$ cat config.mk
export PLATFORM = sky130hd
export DESIGN_NAME = i2c_addr_match
export DESIGN_NICKNAME = d
export VERILOG_FILES = /design/src/rtl/i2cam_pkg.sv /design/src/rtl/i2cam_line_watch.sv /design/src/rtl/i2cam_compare.sv /design/src/rtl/i2c_addr_match.sv
export SDC_FILE = /design/constraint.sdc
export NUM_CORES = 1
export LEC_CHECK = 0
export ABC_CLOCK_PERIOD_IN_PS = 2300
export BUFFER_PORTS_ARGS = -buffer_cell sky130_fd_sc_hd__clkbuf_2
export CAP_MARGIN = 20
export CORE_MARGIN = 2
export CORE_UTILIZATION = 30
export DETAILED_ROUTE_END_ITERATION = 10
export PLACE_DENSITY_LB_ADDON = 0.12
export SLEW_MARGIN = 0
export SYNTH_ARGS = -nofsm -noshare
export SYNTH_HDL_FRONTEND = slang
export SYNTH_HIERARCHICAL = 1
export SYNTH_SLANG_ARGS = --single-unit
$ cat constraint.sdc
create_clock -name clk -period 2.3 [get_ports clk]
set_clock_uncertainty 0.05 [all_clocks]
set_input_delay 0.115 -clock clk [delete_from_list [all_inputs] [get_ports clk]]
set_output_delay 0.115 -clock clk [all_outputs]
set_load 0.005 [all_outputs]
$ cat src/rtl/i2cam_pkg.sv
package i2cam_pkg;
    typedef enum logic [2:0] {
        ST_IDLE,
        ST_SHIFT,
        ST_DECIDE,
        ST_ACK,
        ST_PASS,
        ST_SKIP
    } am_state_e;
endpackage

$ cat src/rtl/i2cam_line_watch.sv
module i2cam_line_watch (
    input  logic clk,
    input  logic rst_n,
    input  logic scl_i,
    input  logic sda_i,
    output logic scl_rise_o,
    output logic scl_fall_o,
    output logic start_o,
    output logic stop_o
);
    logic scl_q;
    logic sda_q;

    always_ff @(posedge clk or negedge rst_n) begin
        if (!rst_n) begin
            scl_q <= 1'b1;
            sda_q <= 1'b1;
        end else begin
            scl_q <= scl_i;
            sda_q <= sda_i;
        end
    end

    // SCL held high across two samples qualifies an SDA change as a condition
    assign scl_rise_o = scl_i & ~scl_q;
    assign scl_fall_o = ~scl_i & scl_q;
    assign start_o    = scl_i & scl_q & sda_q & ~sda_i;
    assign stop_o     = scl_i & scl_q & ~sda_q & sda_i;
endmodule

$ cat src/rtl/i2cam_compare.sv
module i2cam_compare #(
    parameter int ADDR_W = 7
) (
    input  logic [ADDR_W-1:0] addr_i,
    input  logic [ADDR_W-1:0] own_i,
    input  logic [ADDR_W-1:0] alt_i,
    input  logic              alt_is_mask_i,
    input  logic              gc_en_i,
    input  logic              match_all_i,
    output logic              hit_o,
    output logic              gc_o,
    output logic              tenbit_o
);
    logic [ADDR_W-1:0] own_eq;
    logic [ADDR_W-1:0] alt_eq;
    logic [ADDR_W-1:0] masked_eq;
    logic              sec_hit;

    for (genvar i = 0; i < ADDR_W; i++) begin : g_bit
        assign own_eq[i]    = ~(addr_i[i] ^ own_i[i]);
        assign alt_eq[i]    = ~(addr_i[i] ^ alt_i[i]);
        assign masked_eq[i] = own_eq[i] | alt_i[i];
    end

    // The 10-bit prefix is 1111_0 in the top five address bits
    if (ADDR_W >= 5) begin : g_tenbit
        localparam int PFX_W = 5;
        localparam logic [PFX_W-1:0] TEN_PFX = 5'b11110;
        assign tenbit_o = (addr_i[ADDR_W-1 -: PFX_W] == TEN_PFX);
    end else begin : g_no_tenbit
        assign tenbit_o = 1'b0;
    end

    assign sec_hit = alt_is_mask_i ? (&masked_eq) : (&alt_eq);
    assign gc_o    = gc_en_i & (addr_i == '0);
    assign hit_o   = match_all_i | (&own_eq) | sec_hit | gc_o | tenbit_o;
endmodule

$ cat src/rtl/i2c_addr_match.sv
module i2c_addr_match
    import i2cam_pkg::*;
#(
    parameter int ADDR_W = 7
) (
    input  logic              clk,
    input  logic              rst_n,
    input  logic              scl_i,
    input  logic              sda_i,
    input  logic [ADDR_W-1:0] own_addr_i,
    input  logic [ADDR_W-1:0] alt_addr_i,
    input  logic              alt_is_mask_i,
    input  logic              gc_en_i,
    input  logic              match_all_i,
    output logic              match_o,
    output logic [ADDR_W-1:0] addr_o,
    output logic              rw_o,
    output logic              gc_o,
    output logic              tenbit_o,
    output logic              ack_o,
    output logic              wake_o
);
    localparam int BYTE_W = ADDR_W + 1;
    localparam int CNT_W  = $clog2(BYTE_W + 1);
    localparam logic [CNT_W-1:0] LAST_BIT = CNT_W'(ADDR_W);

    am_state_e         state_q, state_d;
    logic [CNT_W-1:0]  cnt_q;
    logic [ADDR_W-1:0] shift_q;
    logic [BYTE_W-1:0] byte_q;
    logic              fall_seen_q;

    logic scl_rise, scl_fall, start_det, stop_det;
    logic hit;

    i2cam_line_watch u_watch (
        .clk        (clk),
        .rst_n      (rst_n),
        .scl_i      (scl_i),
        .sda_i      (sda_i),
        .scl_rise_o (scl_rise),
        .scl_fall_o (scl_fall),
        .start_o    (start_det),
        .stop_o     (stop_det)
    );

    i2cam_compare #(.ADDR_W(ADDR_W)) u_cmp (
        .addr_i        (byte_q[BYTE_W-1:1]),
        .own_i         (own_addr_i),
        .alt_i         (alt_addr_i),
        .alt_is_mask_i (alt_is_mask_i),
        .gc_en_i       (gc_en_i),
        .match_all_i   (match_all_i),
        .hit_o         (hit),
        .gc_o          (gc_o),
        .tenbit_o      (tenbit_o)
    );

    // Next-state logic: START and STOP override every state
    always_comb begin
        state_d = state_q;
        if (start_det) begin
            state_d = ST_SHIFT;
        end else if (stop_det) begin
            state_d = ST_IDLE;
        end else begin
            unique case (state_q)
                ST_IDLE:   state_d = ST_IDLE;
                ST_SHIFT:  if (scl_rise && cnt_q == LAST_BIT) state_d = ST_DECIDE;
                ST_DECIDE: state_d = hit ? ST_ACK : ST_SKIP;
                ST_ACK:    if (scl_fall && fall_seen_q) state_d = ST_PASS;
                ST_PASS:   state_d = ST_PASS;
                ST_SKIP:   state_d = ST_SKIP;
            endcase
        end
    end

    // State register
    always_ff @(posedge clk or negedge rst_n) begin
        if (!rst_n) state_q <= ST_IDLE;
        else        state_q <= state_d;
    end

    // Bit capture and ninth-clock tracking
    always_ff @(posedge clk or negedge rst_n) begin
        if (!rst_n) begin
            cnt_q       <= '0;
            shift_q     <= '0;
            byte_q      <= '0;
            fall_seen_q <= 1'b0;
        end else if (start_det) begin
            cnt_q   <= '0;
            shift_q <= '0;
        end else begin
            if (state_q == ST_SHIFT && scl_rise && !stop_det) begin
                shift_q <= {shift_q[ADDR_W-2:0], sda_i};
                cnt_q   <= cnt_q + 1'b1;
                if (cnt_q == LAST_BIT) byte_q <= {shift_q, sda_i};
            end
            if (state_q == ST_DECIDE)              fall_seen_q <= 1'b0;
            else if (state_q == ST_ACK && scl_fall) fall_seen_q <= 1'b1;
        end
    end

    // Outputs
    always_comb begin
        match_o = (state_q == ST_DECIDE) && hit;
        ack_o   = (state_q == ST_ACK);
        wake_o  = (state_q == ST_ACK) || (state_q == ST_PASS);
        addr_o  = byte_q[BYTE_W-1:1];
        rw_o    = byte_q[0];
    end
endmodule

==> results.txt <==
final cell count without fillers -> 208
register area -> 628 sq um
port bufs -> 33
sequential power share -> 55.1%
Pwr Density -> 637 nW/um^2
Total Power -> 0.00107 W
reg2reg path depth -> 7
max-cap violations -> 0
Wirelength per Cell -> 14.6 microns
IR drop worst, VDD -> 0.000208 V
synthesis-to-layout area growth -> 21.4%
crit path max fanout -> 6
RSZ-0062 raised after global routing -> no
Setup Viol. Count Final -> 0
gr busiest metal -> met1
clock power share -> 23.8%
Core Rows -> 24
CTS Buffer Depth -> 2
Mean Syn Cell Area -> 11.7 sq um
Syn Inst Count -> 118
Yosys cell types -> 44
area of the multi-input gates -> 733 sq um
run status -> completed
final hold violation count -> 0
Slew headroom -> 59.5%
nature of the critical path endpoint -> output port
fmax -> 0.496 GHz
sequential fraction of the synthesis area -> 45.3%
initial DRC count -> 65
CTS tree -> done
Mapped Nets -> 140
layout cells sized above 1 -> 34.6%
post-DP HPWL -> 2.36 mm
worst hold margin -> 0.336 ns
Post-synth EDFFs -> 0
Slew @ Worst Pin -> 0.608 ns
Post-CTS Hold Buffers -> 3
Vias/cell -> 5.26
antenna violations before repair -> 0
Die Y -> 71.9 microns
Post-synth top cells -> dfrtp_1, mux2_2, a22o_1
post-synth top area cell -> dfrtp_1
Final Critical Period -> 2.01 ns
number of setup buffers added after CTS -> 0
GRT Util Overall -> 12.7%
Post-synth ARST share -> 100%
Clk pin slew, worst setup/hold paths -> 0.08 ns
Crit path max-delay family -> simple AND/OR/NAND/NOR gates
Placed Cells -> 201
Max Slew Vio Count -> 0
CP Buf/Inv Count -> 1
worst r2r src -> byte_q[5]
Filler cells -> 438
count leader, synth -> dfrtp_1
DRC -> 0
GR Layer Usage met2 -> 18.5%
reg-to-reg setup timing slack -> 0.45 ns
cell-internal power -> 0.000759 W
worst path cell trace -> xor2_1 > nor4_1 > a21oi_1 > nand3_1 > and4bb_2 > clkbuf_2
Num CTS Buffers -> 3
R2R Path End -> state_q[1]
drt total wl -> 3.04 mm
die width -> 71.9 microns
Tcrit/Tclk final -> 87.6%
#FFs+latches synth -> 25
Ys Warns -> 6
critical path class -> reg2out
pin count of the biggest net entering global routing -> 26
initial core utilization -> 31.4%
Hold Path Class -> in2async
vias post-DR -> 1,094
Worst path slowest cell -> dfrtp_1
antenna cells -> 0
Core ar. -> 4410 sq um
die area -> 5180 sq um
ys flop type -> dfrtp_1
Static Leak -> 0.791 nW
Worst setup SP type -> flop
clock sink count -> 25
NetSw -> 0.000312 W
WP data required -> 2.13 ns
num ports -> 34
Critical Path AT -> 1.85 ns
RD Place Congestion -> 0.847
switching part of the total -> 29.2%
setup TNS -> 0 ns
worst stage delay on the critical path -> 0.46 ns
Post-DRT Antenna Nets -> 0
Pre-Repair DR Iteration Count -> 4
number of global-route vias before repair -> 1,044
GR Layer Usage met3 -> 2.08%
Remaining Overflow, GRT -> 0
first-pass GRT wire length -> 5.18 mm
Synth area leaders -> dfrtp_1, mux2_2, a22o_1
nets -> 179
Root Buffer -> clkbuf_8
Resized Gates After CTS -> 0
power share of the combinational group -> 21.1%
share of the synthesized area in the top cell type -> 41.6%
met1 global-route usage -> 19.4%
H-tree Lvls -> 1
clk_lat worst skew -> 0.26 ns
synthesized cell area -> 1390 sq um
[power by group through the flow]
stage	clock, W	sequential (W)	combinational, W
3_3_place_gp	0	0.000599	0.000222
2_1_floorplan	0	0.000561	0.000182
3_5_place_dp	0	0.000599	0.000224
5_1_grt	0.000283	0.000604	0.000256
6_report	0.000255	0.000590	0.000226
4_1_cts	0.000261	0.000590	0.000229
[stage by stage]
stage               util [%]  area, sq um  setup WS [ns]
CTS                     38.1         1680          0.292
detailed placement      36.4         1610          0.481
global route            38.1         1680          0.162
floorplan                  -         1390          0.598
finish                  38.1         1680          0.285
global placement        36.4         1610          0.533
[cell type report]
type | count | share of cell area, %
Clock buffer | 4 | 2.68
Inverter | 2 | 0.446
Multi-Input combinational cell | 88 | 43.6
Sequential cell | 25 | 37.4
Tap cell | 52 | 3.87
Timing Repair Buffer | 37 | 12.1
[registers in the layout (all words and copies together) (netlist names)]
name,flops
byte_q,8
shift_q,7
cnt_q,4
state_q,3
fall_seen_q,1
u_watch/scl_q,1
u_watch/sda_q,1
[placed cells by master, fill, tap and decap left out, types with 3 or more instances in the layout]
| cell type | Yosys | layout |
|---|---|---|
| nor4_1 | 3 | 3 |
| nor2_1 | 5 | 5 |
| dlygate4sd3_1 | 0 | 3 |
| a21oi_1 | 3 | 3 |
| clkbuf_2 | 0 | 33 |
| xnor2_1 | 7 | 7 |
| mux2_2 | 10 | 10 |
| clkbuf_8 | 0 | 3 |
| nor2b_1 | 4 | 4 |
| a22o_1 | 8 | 8 |
| dfrtp_1 | 23 | 23 |
| xor2_1 | 7 | 7 |
| and4b_1 | 3 | 3 |
| nand3_1 | 4 | 4 |
[worst register-to-register path: cells and delay by family, from the launching register on]
family	cells	cell delay [ns]
flip-flops	1	0.46
AO/OA/AOI/OAI	3	0.35
XOR/XNOR	1	0.19
AND/OR/NAND/NOR	3	0.71
[worst max path at each step]
stage                             start         end  slack, ns  cells after the start
after floorplan           u_watch/sda_q   byte_q[0]       0.60                      5
after global placement        byte_q[3]  state_q[1]       0.53                      7
after detailed placement      byte_q[5]  state_q[1]       0.48                      7
after CTS                     byte_q[5]     match_o       0.29                      6
after global routing          byte_q[1]     match_o       0.16                      7
final                         byte_q[5]     match_o       0.29                      6
[logic make-up after synthesis]
family                   synth area share [%]
adder cells (fa/ha/maj)                 0.903
XOR/XNOR                                 8.85
AND/OR/NAND/NOR                          21.4
flip-flops                               45.3
buffers and inverters                    1.72
multiplexers                             8.13
AO/OA/AOI/OAI                            13.6
[routing by layer]
layer  vias up  share of wire, %
met5         -                 0
li1        528                 -
met2        34                42
met3         4               5.7
met4         0               1.1
met1       528                51
Note: power is estimated with default switching activity, not from simulation.
